**src/rtl/wf_fetch_buf.sv**
```systemverilog
module wf_fetch_buf #(
  parameter int AW = 32,
  parameter int DEPTH = 4,
  parameter int LINE_BYTES = 16,
  parameter int EW = 2
) (
  input  logic                             clk,
  input  logic                             rst_n,
  output logic                             req_valid,
  input  logic                             req_ready,
  output logic [AW-1:0]                    req_addr,
  output logic [EW-1:0]                    req_tag,
  input  logic                             fill_valid,
  input  logic [AW-1:0]                    fill_addr,
  input  logic [EW-1:0]                    fill_tag,
  input  logic [LINE_BYTES*8-1:0]          fill_data,
  output logic                             word_valid,
  input  logic                             word_ready,
  output logic [31:0]                      word_data,
  output logic                             has_data,
  input  logic [AW-1:0]                    pc_in,
  input  logic                             flush,
  input  logic [AW-1:0]                    flush_pc,
  output logic [$clog2(DEPTH+1)-1:0]       occ_lines,
  output logic [$clog2(DEPTH*LINE_BYTES+1)-1:0] buf_bytes,
  output logic                             order_err
);
  localparam int LOG = $clog2(LINE_BYTES);
  localparam int SW = $clog2(DEPTH);
  localparam int LW = AW - LOG;
  localparam int CW = $clog2(DEPTH + 1);
  localparam int BW = $clog2(DEPTH * LINE_BYTES + 1);

  logic [LINE_BYTES*8-1:0] slot_q [DEPTH];
  logic [LW-1:0] base_q;
  logic [CW-1:0] nbuf_q, nres_q;
  logic [AW-1:0] rd_q;
  logic [EW-1:0] ep_q;
  logic          err_q;

  wire [CW-1:0] occ       = nbuf_q + nres_q;
  wire [LW-1:0] pend_line = base_q + LW'(nbuf_q);
  wire [LW-1:0] tail_line = pend_line + LW'(nres_q);
  wire [LW-1:0] next_base = base_q + LW'(1);
  wire [AW-1:0] buf_end   = {pend_line, {LOG{1'b0}}};
  wire [AW-1:0] base_end  = {next_base, {LOG{1'b0}}};

  wire issue    = req_valid & req_ready & ~flush;
  wire tag_ok   = fill_valid & ~flush & (fill_tag == ep_q);
  wire fill_hit = tag_ok & (nres_q != '0) & (fill_addr[AW-1:LOG] == pend_line);
  wire release_ln = (nbuf_q != '0) & (pc_in >= base_end);
  wire consume  = word_valid & word_ready & ~flush;

  assign req_valid  = occ < CW'(DEPTH);
  assign req_addr   = {tail_line, {LOG{1'b0}}};
  assign req_tag    = ep_q;
  assign word_valid = buf_end >= rd_q + AW'(4);
  assign has_data   = buf_end > rd_q;
  assign occ_lines  = occ;
  assign buf_bytes  = BW'({nbuf_q, {LOG{1'b0}}});
  assign order_err  = err_q;

  always_comb begin
    for (int i = 0; i < 4; i++) begin
      logic [AW-1:0] a;
      a = rd_q + AW'(i);
      word_data[8*i +: 8] = slot_q[a[LOG+SW-1:LOG]][8*a[LOG-1:0] +: 8];
    end
  end

  always_ff @(posedge clk) begin
    if (fill_hit) slot_q[pend_line[SW-1:0]] <= fill_data;
  end

  always_ff @(posedge clk) begin
    if (!rst_n) begin
      base_q <= '0;
      nbuf_q <= '0;
      nres_q <= '0;
      rd_q   <= '0;
      ep_q   <= '0;
      err_q  <= 1'b0;
    end else if (flush) begin
      base_q <= flush_pc[AW-1:LOG];
      nbuf_q <= '0;
      nres_q <= '0;
      rd_q   <= flush_pc;
      ep_q   <= ep_q + EW'(1);
      err_q  <= 1'b0;
    end else begin
      base_q <= base_q + LW'(release_ln);
      nbuf_q <= nbuf_q + CW'(fill_hit) - CW'(release_ln);
      nres_q <= nres_q + CW'(issue) - CW'(fill_hit);
      rd_q   <= rd_q + (consume ? AW'(4) : AW'(0));
      err_q  <= tag_ok & ~fill_hit;
    end
  end
endmodule

```
**config.mk**
```make
export PLATFORM = sky130hd
export DESIGN_NAME = wf_fetch_buf
export DESIGN_NICKNAME = d
export VERILOG_FILES = /design/src/rtl/wf_fetch_buf.sv
export SDC_FILE = /design/constraint.sdc
export NUM_CORES = 2
export LEC_CHECK = 0
export ABC_AREA = 0
export BUFFER_PORTS_ARGS = -buffer_cell sky130_fd_sc_hd__buf_4
export CAP_MARGIN = 20
export CORE_UTILIZATION = 30
export CTS_BUF_LIST = sky130_fd_sc_hd__clkbuf_4 sky130_fd_sc_hd__clkbuf_8 sky130_fd_sc_hd__clkbuf_16
export DETAILED_ROUTE_END_ITERATION = 8
export GPL_TIMING_DRIVEN = 0
export SYNTH_ARGS = -nofsm -noshare
export SYNTH_HDL_FRONTEND = slang
export SYNTH_SLANG_ARGS = --single-unit
```
**constraint.sdc**
```tcl
create_clock -name clk -period 20.2 [get_ports clk]
set_input_delay 3.03 -clock clk [delete_from_list [all_inputs] [get_ports clk]]
set_output_delay 3.03 -clock clk [all_outputs]
set_load 0.005 [all_outputs]
```
==> impl_metrics.ini <==
[placed_design]
dp_cells = 5014
place.gp.congestion = 1.04
port_buffers = 298
hpwl_um = 143000
dp_slack_ns = 10.74

[drt]
routed-wl-met2_um = 78200
first_pass_iters = 8
drtIter0Drc = 5579
routed_wl_um = 183000
wl_met1_um = 67200
top_layer = met5
drcViolationCount = 0
vias = 32700
viasPerCell = 6.34
routed-wl-met3_um = 26300
wl_per_cell_um = 35.4
ant_nets = 0

[clocking]
path_clk_slew_ns = 0.07
cts_tree = built
clock_sinks = 581
numCtsBuffers = 71
h-tree-depth = 3
clock_latency_ns = 0.70
cts_root_buf = clkbuf_16
cts_setup_buffers = 0
post_cts_resized = 0
cts_hold_buf = 0
clockBufferDepth = 3

[synth]
async_flop_share = 0
yosys_most_used_dff = edfxtp_1
syn_area_um2 = 40000
synth_top_cell_by_area = edfxtp_1
synthCells = 2839
synth_edf_count = 512
seq_area_frac_synth = 0.419
synthesis.yosys.warnings = 0
synth.top_cell.area_share = 0.384
netlist_top_cells_area = edfxtp_1 (38%), mux4_2 (28%), mux2i_1 (3.7%), dfxtp_1 (3.5%), xnor2_1 (3.3%)
synth_cell_types = 86
synth-seq-cells = 581
avgSynthCellArea_um2 = 14.1

[power]
powerDensity_nw_per_um2 = 72.9
leakage_nw = 17.1
ir_drop_uv = 66.3

[worst_setup_path]
criticalPathCategory = reg -> out
cp.arrival_ns = 7.11
path_cells = ha_1 > clkbuf_1 > nand3_1 > xnor2_1 > clkbuf_1 > clkbuf_1 > mux4_2 > a22oi_1 > nand2_1 > a22oi_1 > o221ai_1 > buf_4
crit_top_cell = clkbuf_1
worst_path_max_delay_cell = clkbuf_1
cpPeakStageDelay_ns = 1.03
endpoint_kind = primary output
worstSetupStartpointType = flop
path_max_fanout = 10
cp_data_required_time_ns = 17.17

[cells_and_area]
final_common_cell = edfxtp_1
num-fill-cells = 12600
final_core_util = 0.366
final_cell_mix = edfxtp_1 (512), mux4_2 (500), buf_4 (394), nand2_1 (170), xnor2_1 (152)
final_cell_count_no_fill = 5164
fin_nets = 3684
layout-drive-gt1-share = 0.345
area_delta_synth_final_pct = 20.8

[grt]
grt_pass1_wl_um = 250000
grt_pass1_vias = 31100
grt-ovfl-total = 0
antenna_found_initial = 22
track_usage = 0.264
grt_max_degree = 14

[floorplan]
die_area_um2 = 135000
row_count = 133
coreArea_um2 = 132000
die_h_um = 367
initial_core_util = 0.303
io_pins = 312
dieWidth_um = 367

[timing]
slew_headroom = 0.125
hold_violations = 0
fmax_mhz = 98.6
drv_slew = 0
skew_ns = 0.0618
fin_ws_ns = 10.06
period_needed_ns = 10.14
worstMarginPinSlew_ns = 1.31
fin_crit_sh = 0.502
rsz0062_at_grt = false
holdWs_ns = 0.536
setup_violations = 0

[run]
cap_violations = 0

[run_status]
outcome = finished, final reports clean

[worst_hold_path]
hold_class = reg -> reg
==> logic make-up after synthesis <==
kind of cell	share of synthesized area
AOI/OAI and AO/OA	0.0764
adders and majority gates	0.0353
buffers and inverters	0.0328
other	0.0000937
DFF	0.419
and+or+nand+nor	0.0704
xor gates and xnor gates	0.0481
muxes	0.318
==> state kept, by name, summed over array words and instances, names as in the netlist <==
| signal | count |
|---|---|
| slot_q | 512 |
| nres_q | 3 |
| order_err | 1 |
| rd_q | 32 |
| base_q | 28 |
| nbuf_q | 3 |
| req_tag | 2 |
==> synth_stat cells, types with 4 or more instances <==
cell       instances
a211o_1            5
a211oi_1           6
a21boi_0           4
a21o_1            35
a21oi_1          110
a221o_1            7
a221oi_1          17
a22o_1            21
a22oi_1           96
a31oi_1           14
a32o_1             9
and2_1             9
and3_1             9
and4_1            15
buf_1             46
buf_2             67
buf_4             16
buf_6              4
clkbuf_1         102
dfxtp_1           69
edfxtp_1         512
fa_1               5
ha_1             105
inv_1             66
mux2i_1          147
mux4_2           500
nand2_1          170
nand2b_1           8
nand3_1           78
nand4_1           48
nor2_1            95
nor2b_1           14
nor3_1            34
nor4_1            20
o211ai_1           6
o21ai_0           54
o221ai_1           8
o22ai_1           16
o2bb2ai_1          6
or2_2              6
or3_1             14
or4_1              4
xnor2_1          153
xnor3_1            8
xor2_1            38
==> through the flow <==
stage	TNS (ns)	power [mW]	area (µm²)
5_1_grt	0	3.59	48300
2_1_floorplan	0	1.75	40100
3_5_place_dp	0	2.11	45700
3_3_place_gp	-5294.50	2.09	44500
6_report	0	3.53	48400
4_1_cts	0	3.50	48200
==> power breakdown <==
group	total, mW	internal (mW)	switching [mW]
combinational	0.803	0.315	0.488
clock	1.40	0.819	0.583
sequential	1.32	1.31	0.00927
==> critical path, delay by kind of cell, from the launching register on <==
kind	cells	cell delay [ns]
simple gates	2	0.40
mux	1	0.49
flops	1	0.75
compound gates	3	1.18
fa+ha+maj	1	0.26
buf+inv	4	2.52
xor+xnor	1	0.79
==> area by class of cell <==
type	instances	area (µm²)	area share
tap	1755	2200	0.0454
buffer	235	1060	0.0219
antenna	9	22.5	0.000466
inverter	68	255	0.00528
sequential	581	16800	0.346
clock buffer	81	1860	0.0384
timing repair buffer	423	3500	0.0724
clock inverter	50	691	0.0143
multi-input combinational	1962	22000	0.455
==> path summary, 6_finish.rpt <==
kind,startpoint,endpoint,slack [ns],depth (start not counted)
min reg2reg,rd_q[8],rd_q[8],0.54,2
min,rd_q[8],rd_q[8],0.54,2
max reg2reg,rd_q[5],rd_q[30],12.90,24
max,rd_q[1],word_data[17],10.06,12
==> layer usage <==
metal,GRT usage,vias to the layer above
met2,0.386,2872
met3,0.103,544
li1,-,12700
met1,0.337,16600
met5,0,-
met4,0.137,20
No activity file was read; power rests on OpenSTA's default activity.
